File: config.mk
export PLATFORM = sky130hd
export DESIGN_NAME = iwo_agen
export DESIGN_NICKNAME = d
export VERILOG_FILES = /design/src/rtl/iwo_pkg.sv /design/src/rtl/iwo_ptr_regs.sv /design/src/rtl/iwo_ea_calc.sv /design/src/rtl/iwo_stack_slot.sv /design/src/rtl/iwo_agen.sv
export SDC_FILE = /design/constraint.sdc
export NUM_CORES = 1
export LEC_CHECK = 0
export BUFFER_PORTS_ARGS = -buffer_cell sky130_fd_sc_hd__buf_2
export CORE_MARGIN = 2
export CORE_UTILIZATION = 55
export DETAILED_ROUTE_END_ITERATION = 8
export PLACE_DENSITY = 0.85
export SYNTH_ARGS = -nofsm -noshare
export SYNTH_HDL_FRONTEND = slang
export SYNTH_SLANG_ARGS = --single-unit
export TNS_END_PERCENT = 10
File: constraint.sdc
create_clock -name clk -period 3.45 [get_ports clk]
set_input_delay 0 -clock clk [delete_from_list [all_inputs] [get_ports clk]]
set_output_delay 0 -clock clk [all_outputs]
set_load 0.03 [all_outputs]
File: src/rtl/iwo_pkg.sv
package iwo_pkg;
  localparam int OP_W = 3;

  typedef enum logic [OP_W-1:0] {
    OP_IDLE = 3'd0,
    OP_LDHI = 3'd1,
    OP_LDLO = 3'd2,
    OP_PUSH = 3'd3,
    OP_POP  = 3'd4
  } op_e;
endpackage

File: src/rtl/iwo_ptr_regs.sv
module iwo_ptr_regs
  import iwo_pkg::*;
#(
  parameter int PTR_W = 12,
  parameter int IMM_W = 8
) (
  input  logic               clk,
  input  logic               rst,
  input  logic [OP_W-1:0]    op,
  input  logic [IMM_W-1:0]   imm,
  output logic [PTR_W-1:0]   dp_q,
  output logic [PTR_W-1:0]   sp_q
);
  localparam int HI_W = PTR_W - IMM_W;

  logic [PTR_W-1:0] dp_nxt;
  logic [PTR_W-1:0] sp_nxt;

  generate
    if (HI_W > 0) begin : g_split
      always_comb begin
        dp_nxt = dp_q;
        if (op == OP_LDHI) dp_nxt[PTR_W-1:IMM_W] = imm[HI_W-1:0];
        if (op == OP_LDLO) dp_nxt[IMM_W-1:0]     = imm;
      end
    end else begin : g_single
      always_comb begin
        dp_nxt = dp_q;
        if (op == OP_LDLO) dp_nxt = imm[PTR_W-1:0];
      end
    end
  endgenerate

  always_comb begin
    sp_nxt = sp_q;
    if (op == OP_PUSH) sp_nxt = sp_q - PTR_W'(1);
    if (op == OP_POP)  sp_nxt = sp_q + PTR_W'(1);
  end

  always_ff @(posedge clk) begin
    if (rst) begin
      dp_q <= '0;
      sp_q <= '0;
    end else begin
      dp_q <= dp_nxt;
      sp_q <= sp_nxt;
    end
  end
endmodule

File: src/rtl/iwo_ea_calc.sv
module iwo_ea_calc #(
  parameter int PTR_W = 12,
  parameter int FR_W  = 9
) (
  input  logic [FR_W-1:0]  fr,
  input  logic [PTR_W-1:0] dp,
  input  logic [PTR_W-1:0] sp,
  output logic [PTR_W-1:0] ea,
  output logic             ea_vld
);
  localparam int MODE_BIT = FR_W - 1;
  localparam int SEL_BIT  = FR_W - 2;
  localparam int OFF_W    = FR_W - 2;

  logic [PTR_W-1:0] base;
  logic [PTR_W-1:0] off_ext;

  assign base    = fr[SEL_BIT] ? sp : dp;
  assign off_ext = {{(PTR_W-OFF_W){1'b0}}, fr[OFF_W-1:0]};
  assign ea_vld  = fr[MODE_BIT];
  assign ea      = ea_vld ? (base + off_ext) : '0;
endmodule

File: src/rtl/iwo_stack_slot.sv
module iwo_stack_slot
  import iwo_pkg::*;
#(
  parameter int PTR_W = 12
) (
  input  logic [OP_W-1:0]  op,
  input  logic [PTR_W-1:0] sp,
  output logic [PTR_W-1:0] slot,
  output logic             slot_vld
);
  always_comb begin
    slot     = '0;
    slot_vld = 1'b0;
    if (op == OP_PUSH) begin
      slot     = sp;
      slot_vld = 1'b1;
    end else if (op == OP_POP) begin
      slot     = sp + PTR_W'(1);
      slot_vld = 1'b1;
    end
  end
endmodule

File: src/rtl/iwo_agen.sv
module iwo_agen
  import iwo_pkg::*;
#(
  parameter int PTR_W = 12,
  parameter int IMM_W = 8,
  parameter int FR_W  = 9
) (
  input  logic               clk,
  input  logic               rst,
  input  logic [OP_W-1:0]    op,
  input  logic [FR_W-1:0]    fr,
  input  logic [IMM_W-1:0]   imm,
  output logic [PTR_W-1:0]   ea_addr,
  output logic               ea_vld,
  output logic [PTR_W-1:0]   slot_addr,
  output logic               slot_vld,
  output logic [PTR_W-1:0]   dp_val,
  output logic [PTR_W-1:0]   sp_val
);
  logic [PTR_W-1:0] dp_w;
  logic [PTR_W-1:0] sp_w;

  iwo_ptr_regs #(.PTR_W(PTR_W), .IMM_W(IMM_W)) u_ptr (
    .clk (clk), .rst (rst), .op (op), .imm (imm),
    .dp_q(dp_w), .sp_q(sp_w)
  );

  iwo_ea_calc #(.PTR_W(PTR_W), .FR_W(FR_W)) u_ea (
    .fr(fr), .dp(dp_w), .sp(sp_w), .ea(ea_addr), .ea_vld(ea_vld)
  );

  iwo_stack_slot #(.PTR_W(PTR_W)) u_slot (
    .op(op), .sp(sp_w), .slot(slot_addr), .slot_vld(slot_vld)
  );

  assign dp_val = dp_w;
  assign sp_val = sp_w;
endmodule

== Word level (Yosys, flattened, before mapping) ==
Index checks and enable logic that the tools add are counted.
Word-level totals
  register bits after elaboration: 24
  bits of input ports: 22
  output and inout port bits: 50
Cells by class
  $add $sub $neg: 3
  eq/ne operators: 4
  muxes and demuxes: 8
  reduce and logical (&&, ||, !) cells: 1
Operators with widths (number)
  12-bit 2-to-1 mux: 6
  12-bit by 1-bit adder with 12-bit output (second input constant): 1
  12-bit by 7-bit adder with 12-bit output: 1
  12-bit by 1-bit subtractor with 12-bit output (second input constant): 1
  3-bit by 2-bit equality test with 1-bit output (second input constant): 2
  3-bit by 1-bit equality test with 1-bit output (second input constant): 1
  3-bit equality test (second input constant): 1
  1-bit 2-to-1 mux: 2
  2-bit nonzero test: 1

== Longest topological paths before layout ==
Gate-level depths: netlist of run 1.
  depth after elaboration: 3
  gate-level depth with buffers: 8
  depth with buffers taken out: 7

== Cells and area by module ==
Synthesis of run 1 repeated with hierarchy kept, for this count alone.
Unflattened totals
  cell total of the unflattened synthesis: 295
  area, all modules: 2442.3 sq um
By module, submodules not included
  iwo_ptr_regs: times used 1, cells each 157, area an instance 1416.4 sq um, seq. area each 480.5 sq um
  iwo_ea_calc: times used 1, cells each 82, area an instance 661.9 sq um, seq. area each 0.0 sq um
  iwo_stack_slot: times used 1, cells each 56, area an instance 364.1 sq um, seq. area each 0.0 sq um

== Worst setup path before layout of run 1 ==
OpenSTA, ideal clock, no wires.
  path type: reg-to-output
  start point: reg u_ptr.sp_q[0]
  end point: out ea_addr[6]
  data arrival time: 2596 ps
  required time: 3450 ps
  slack: 854 ps
  cell stages (with the launch flop): 8
  cell sequence: dfxtp_1 -> mux2_2 -> ha_1 -> fa_1 -> a211oi_1 -> o21bai_1 -> a21oi_1 -> mux2i_1
On the way
  longest elaborated chain between the ends: 3
RTL lines
  from (decl): RTL line iwo_ptr_regs.sv:12  | output logic [PTR_W-1:0] sp_q
  from (signal assigned): RTL line iwo_ptr_regs.sv:46  | sp_q <= sp_nxt;
  12-bit 2-to-1 mux: RTL line iwo_ea_calc.sv:18  | assign base = fr[SEL_BIT] ? sp : dp;
  12-bit by 7-bit adder with 12-bit output: RTL line iwo_ea_calc.sv:21  | assign ea = ea_vld ? (base + off_ext) : '0;
  12-bit 2-to-1 mux: RTL line iwo_ea_calc.sv:21
  to (decl): RTL line iwo_agen.sv:13  | output logic [PTR_W-1:0] ea_addr,
No other way between the ends.

== Final worst setup path of run 1 ==
Same ends and word-level chain as after synthesis.

==> impl_metrics.toml, run 1 <==
[outcome]
status = "finished clean"

[synthesis]
synth-edff-count = 0
synth_top_area_cell = "dfxtp_1"
ys_seq_elements = 24
syn_avg_cell_area_um2 = 7.73
syn-cell-area_um2 = 2100
ys_seq_area_frac = 0.229
synth_warnings = 0
syn-num-nets = 303
synth_ff_type = "dfxtp_1"
synth_top_area_frac = 0.229
ys_async_sr_fraction = 0
synth_area_leaders = "dfxtp_1 23%, mux2i_1 11%, nor2_1 5.9%, ha_1 5.4%, o21ai_1 3.8%"
synth_cell_type_count = 51
post_synth_inst_count = 271

[floorplanning]
num_io_pins = 72
die_x_um = 65.7
rows = 22
start_util = 0.572
dieArea_um2 = 4320
die_h_um = 65.7
core_um2 = 3660

[placement]
dp_cells = 370
io_buffers = 71
hpwl_um = 4120
place_congestion = 0.924
pre_cts_ws_ns = 1.01

[final_layout]
layout-drive-gt1-share = 0.260
layout_commonest_cell = "buf_2"
stdcell_count = 382
antenna_cells = 0
area_delta_synth_final_pct = 23.2
layout_common_cells = "71 x buf_2, 33 x nor2_1, 24 x dfxtp_1, 22 x mux2i_1, 17 x nand2_1"
num-nets-final = 367

[clock_network]
root_buffer = "clkbuf_8"
cts_buffer_depth = 2
clkTransAtPathRegs_ns = 0.09
htree_levels = 1
cts_num_sinks = 24
cts_buffers = 3
clk-insertion-delay-late_ns = 0.27
cts_tree = "built"

[global_route]
antenna_found_initial = 0
overflow = 0
grt_pass1_wl_um = 9500
grt_pass1_vias = 2066
grt_max_degree = 32
track_usage = 0.277

[worst_setup_path]
arrival_ns = 2.95
critPathMaxFanout = 9
crit_type = "register to primary output"
crit_required_ns = 3.45
r2r_cells = 4
end_kind = "primary output"
start_kind = "register"

[detailed_routing]
num_vias = 2300
viasPerCell = 6.02
routedWlPerCell_um = 15.3
dr.pass1.iters = 4
drt-initial-drc-count = 190
wirelength_um = 5830
ant_nets = 0
drc = 0

[power_and_ir_drop]
p_per_area_nw_per_um2 = 333
irDropWorstVdd_mv = 0.265
leakage_uw = 0.00124

[timing]
hold_violations = 0
rsz0062_at_grt = "no"
tns_ns = 0
slew_violations = 0
finalCriticalPeriod_ns = 2.95
fin_ws_ns = 0.497
maxSlewHeadroom = 0.413
fin_crit_sh = 0.856
fmax_mhz = 339
worst_slew_pin_slew_ns = 0.879
setup_viol = 0
clock_skew_ns = 0.00733

[hold_path]
hold_depth = 2
min_path_type = "input port to register"

[run]
maxCapViolations = 0
==> cells in the mapped netlist (2+ instances only) <==
master,n
nor2_1,33
dfxtp_1,24
mux2i_1,22
nand2_1,17
o21ai_1,16
a21oi_1,11
clkbuf_1,11
nand3_1,11
ha_1,9
o21ai_0,8
mux2_2,7
and3_1,6
buf_2,6
a211oi_1,5
and2_1,5
nor2b_1,5
nor3_1,5
a21o_1,4
inv_1,4
mux2_1,4
nand2b_1,4
xor2_1,4
a31oi_1,3
a32oi_1,3
a41oi_1,3
buf_1,3
nand3b_1,3
nor3b_1,3
xnor2_1,3
a31o_1,2
nand4_1,2
nor4_1,2
o211ai_1,2
o21bai_1,2
o32a_1,2
or3_1,2
==> sequential cells by signal, indices dropped and copies added, names as in the netlist <==
register    flops
u_ptr.dp_q     12
u_ptr.sp_q     12
==> path summary, 6_finish.rpt <==
path                               startpoint             end  slack (ns)
worst max register to register  u_ptr.sp_q[5]  u_ptr.sp_q[11]        1.49
worst max-delay path            u_ptr.sp_q[0]      ea_addr[6]        0.50
worst min-delay path                      rst   u_ptr.dp_q[3]        0.20
worst min register to register  u_ptr.dp_q[5]   u_ptr.dp_q[5]        0.54
==> cells by family (layout without fill, tap and decap cells) <==
group                      Yosys count  count (layout)  share of synthesized area
and+or+nand+nor                    103             103                      0.246
muxes                               34              34                      0.171
AOI/OAI and AO/OA                   67              67                      0.205
adders and majority gates           10              10                     0.0633
xor gates and xnor gates             7               7                     0.0293
DFF                                 24              24                      0.229
buffers and inverters               26              89                     0.0555
==> through the flow <==
step           power (µW)   util  hold WS [ns]  instance area (µm²)
4_1_cts               854  0.705         0.202                 2580
6_report              861  0.705         0.203                 2580
5_1_grt               898  0.705         0.224                 2580
3_3_place_gp          596  0.664         0.239                 2430
2_1_floorplan         528      -         0.132                 2100
3_5_place_dp          601  0.664         0.248                 2430
==> cell type report <==
cell class / instances / area (µm²)
multi-input combinational: 221 / 1500
fill: 299 / 1080
sequential: 24 / 480
timing repair buffer: 81 / 450
tap: 48 / 60.1
clock buffer: 3 / 41.3
clock inverter: 1 / 30.0
inverter: 4 / 15.0
==> routing by layer <==
| layer | up-vias | GRT usage | wire [µm] |
|---|---|---|---|
| li1 | 1114 | - | - |
| met3 | 12 | 0.0668 | 379 |
| met2 | 92 | 0.460 | 2840 |
| met4 | 0 | 0.0755 | 89 |
| met5 | - | 0 | 0 |
| met1 | 1082 | 0.356 | 2520 |
==> worst max-delay path, stage by stage (launching register included) <==
cell and delay [ns]:
dfxtp_1 0.40, mux2_2 0.30, ha_1 0.22, fa_1 0.43
a211oi_1 0.40, o21bai_1 0.16, a21oi_1 0.25, mux2i_1 0.26
buf_2 0.24
==> timing repair <==
action                    CTS  global route
hold buffers                8             0
hold endpoints to repair   10             0
setup buffers               0             0
resized for setup           0             0
==> power by group <==
group	leakage [µW]	switching [µW]	total [µW]	internal (µW)
Sequential	0.000195	33.5	326	292
Clock	0.0000357	95.5	251	155
Combinational	0.00101	176	284	108
Power figures use the tool's default switching activity.
==> run 2: changes to the inputs <==
CORE_ASPECT_RATIO = 1.1   (was unset)
CORE_MARGIN = unset   (was 2)
==> impl_metrics.toml, run 2 (synthesized netlist as in run 1, its figures left out) <==
[timing]
slew_violations = 0
holdWs_ns = -0.00173
clock_skew_ns = 0.00885
tns_ns = 0
finalCriticalPeriod_ns = 2.81
maxSlewHeadroom = 0.266
setup_viol = 0
rsz0062_at_grt = "no"
fin_crit_sh = 0.814
fmax_mhz = 356
hold_violations = 1
worst_slew_pin_slew_ns = 1.10

[floorplanning]
start_util = 0.573
rows = 23
die_x_um = 60.9
num_io_pins = 72
die_h_um = 66.7
dieArea_um2 = 4060
core_um2 = 3650

[detailed_routing]
routedWlPerCell_um = 15.1
drt-initial-drc-count = 214
viasPerCell = 5.99
dr.pass1.iters = 4
num_vias = 2282
drc = 0
wirelength_um = 5760
ant_nets = 0

[clock_network]
clk-insertion-delay-late_ns = 0.27
cts_buffers = 3
cts_setup_buffers = 0
htree_levels = 1
clkTransAtPathRegs_ns = 0.09
cts_num_sinks = 24
root_buffer = "clkbuf_8"
cts_tree = "built"
cts_buffer_depth = 2

[hold_path]
hold_depth = 3
min_path_type = "input port to register"

[final_layout]
area_delta_synth_final_pct = 22.0
top_regs = "u_ptr.dp_q (12), u_ptr.sp_q (12)"
final_util = 0.699
stdcell_count = 381
layout_common_cells = "71 x buf_2, 33 x nor2_1, 24 x dfxtp_1, 22 x mux2i_1, 17 x nand2_1"
antenna_cells = 0
layout-drive-gt1-share = 0.260
num-nets-final = 364
layout_commonest_cell = "buf_2"

[worst_setup_path]
start_kind = "register"
r2r_start = "u_ptr.sp_q[1]"
crit_type = "register to primary output"
end_kind = "primary output"
crit_start = "u_ptr.sp_q[0]"
crit_required_ns = 3.45
r2r_cells = 5
slowest_stage = "fa_1"
crit_path_end = "ea_addr[10]"
r2r_slack_ns = 1.46
max_stage_delay_ns = 0.43
crit_chain = "mux2_2 -> ha_1 -> fa_1 -> a211oi_1 -> o21ai_1 -> a31o_1 -> a21oi_1 -> buf_2"
arrival_ns = 2.81
r2r-end = "u_ptr.sp_q[10]"
critPathMaxFanout = 9

[power_and_ir_drop]
p_per_area_nw_per_um2 = 335
power.total_uw = 857
leakage_uw = 0.00123
irDropWorstVdd_mv = 0.208

[global_route]
grt_pass1_vias = 2011
grt_pass1_wl_um = 9180
overflow = 0
grt_max_degree = 32
track_usage = 0.303
antenna_found_initial = 0

[placement]
hpwl_um = 4230
dp_cells = 371
place_congestion = 0.862
io_buffers = 71

[run]
maxCapViolations = 0

[outcome]
status = "finished with violations"
violations = "hold timing"
==> run 2: cell count changes in the layout (fill, tap and decap cells not counted), sizes merged <==
cell and delta:
dlygate4sd3 -2, buf -1
==> run 2: through the flow <==
step / instance area [µm²] / setup slack, ns / hold slack, ns
after detailed placement: 2420 / 0.960 / 0.259
final: 2560 / 0.643 / -0.00173
after global placement: 2420 / 1.06 / 0.242
after global routing: 2560 / 0.500 / 0.00925
after CTS: 2550 / 0.660 / 0.000772
after floorplan: 2100 / 0.854 / 0.132
==> run 2: repair_timing <==
item                                   CTS  global route
endpoints found under the hold margin    6             1
hold buffers                             5             1
gates resized for setup                  0             0
==> run 2: worst min path at each step <==
stage               startpoint            end
finish                  imm[1]  u_ptr.dp_q[1]
detailed placement      imm[2]  u_ptr.dp_q[2]
global route            imm[1]  u_ptr.dp_q[1]
global placement        imm[7]  u_ptr.dp_q[7]
CTS                     imm[5]  u_ptr.dp_q[5]
floorplan                fr[8]         ea_vld
==> run 2: area by class of cell <==
| class | instances | area [µm²] |
|---|---|---|
| clock buffer | 3 | 41.3 |
| clock inverter | 1 | 30.0 |
| fill | 323 | 1100 |
| inverter | 4 | 15.0 |
| multi-input combinational | 221 | 1500 |
| sequential | 24 | 480 |
| tap | 50 | 62.6 |
| timing repair buffer | 78 | 423 |
==> run 2: power breakdown <==
part,switching [µW],internal (µW),leakage (µW)
Sequential,34.3,292,0.000195
Clock,94.9,155,0.0000357
Combinational,174,106,0.000996
==> run 2: worst max-delay path: cells and delay by family, from the launching register on <==
kind | cells | cell delay [ns]
AO/OA/AOI/OAI | 4 | 0.95
adder cells (fa/ha/maj) | 2 | 0.65
buffers and inverters | 1 | 0.22
flip-flops | 1 | 0.40
multiplexers | 1 | 0.30
==> run 2: per-layer routing <==
| metal | share of wire | vias to the layer above | routed length, µm | GRT usage |
|---|---|---|---|---|
| li1 | - | 1111 | - | - |
| met3 | 0.070 | 14 | 403 | 0.0291 |
| met5 | 0 | - | 0 | 0 |
| met2 | 0.49 | 114 | 2820 | 0.529 |
| met1 | 0.42 | 1043 | 2420 | 0.376 |
| met4 | 0.020 | 0 | 117 | 0.114 |
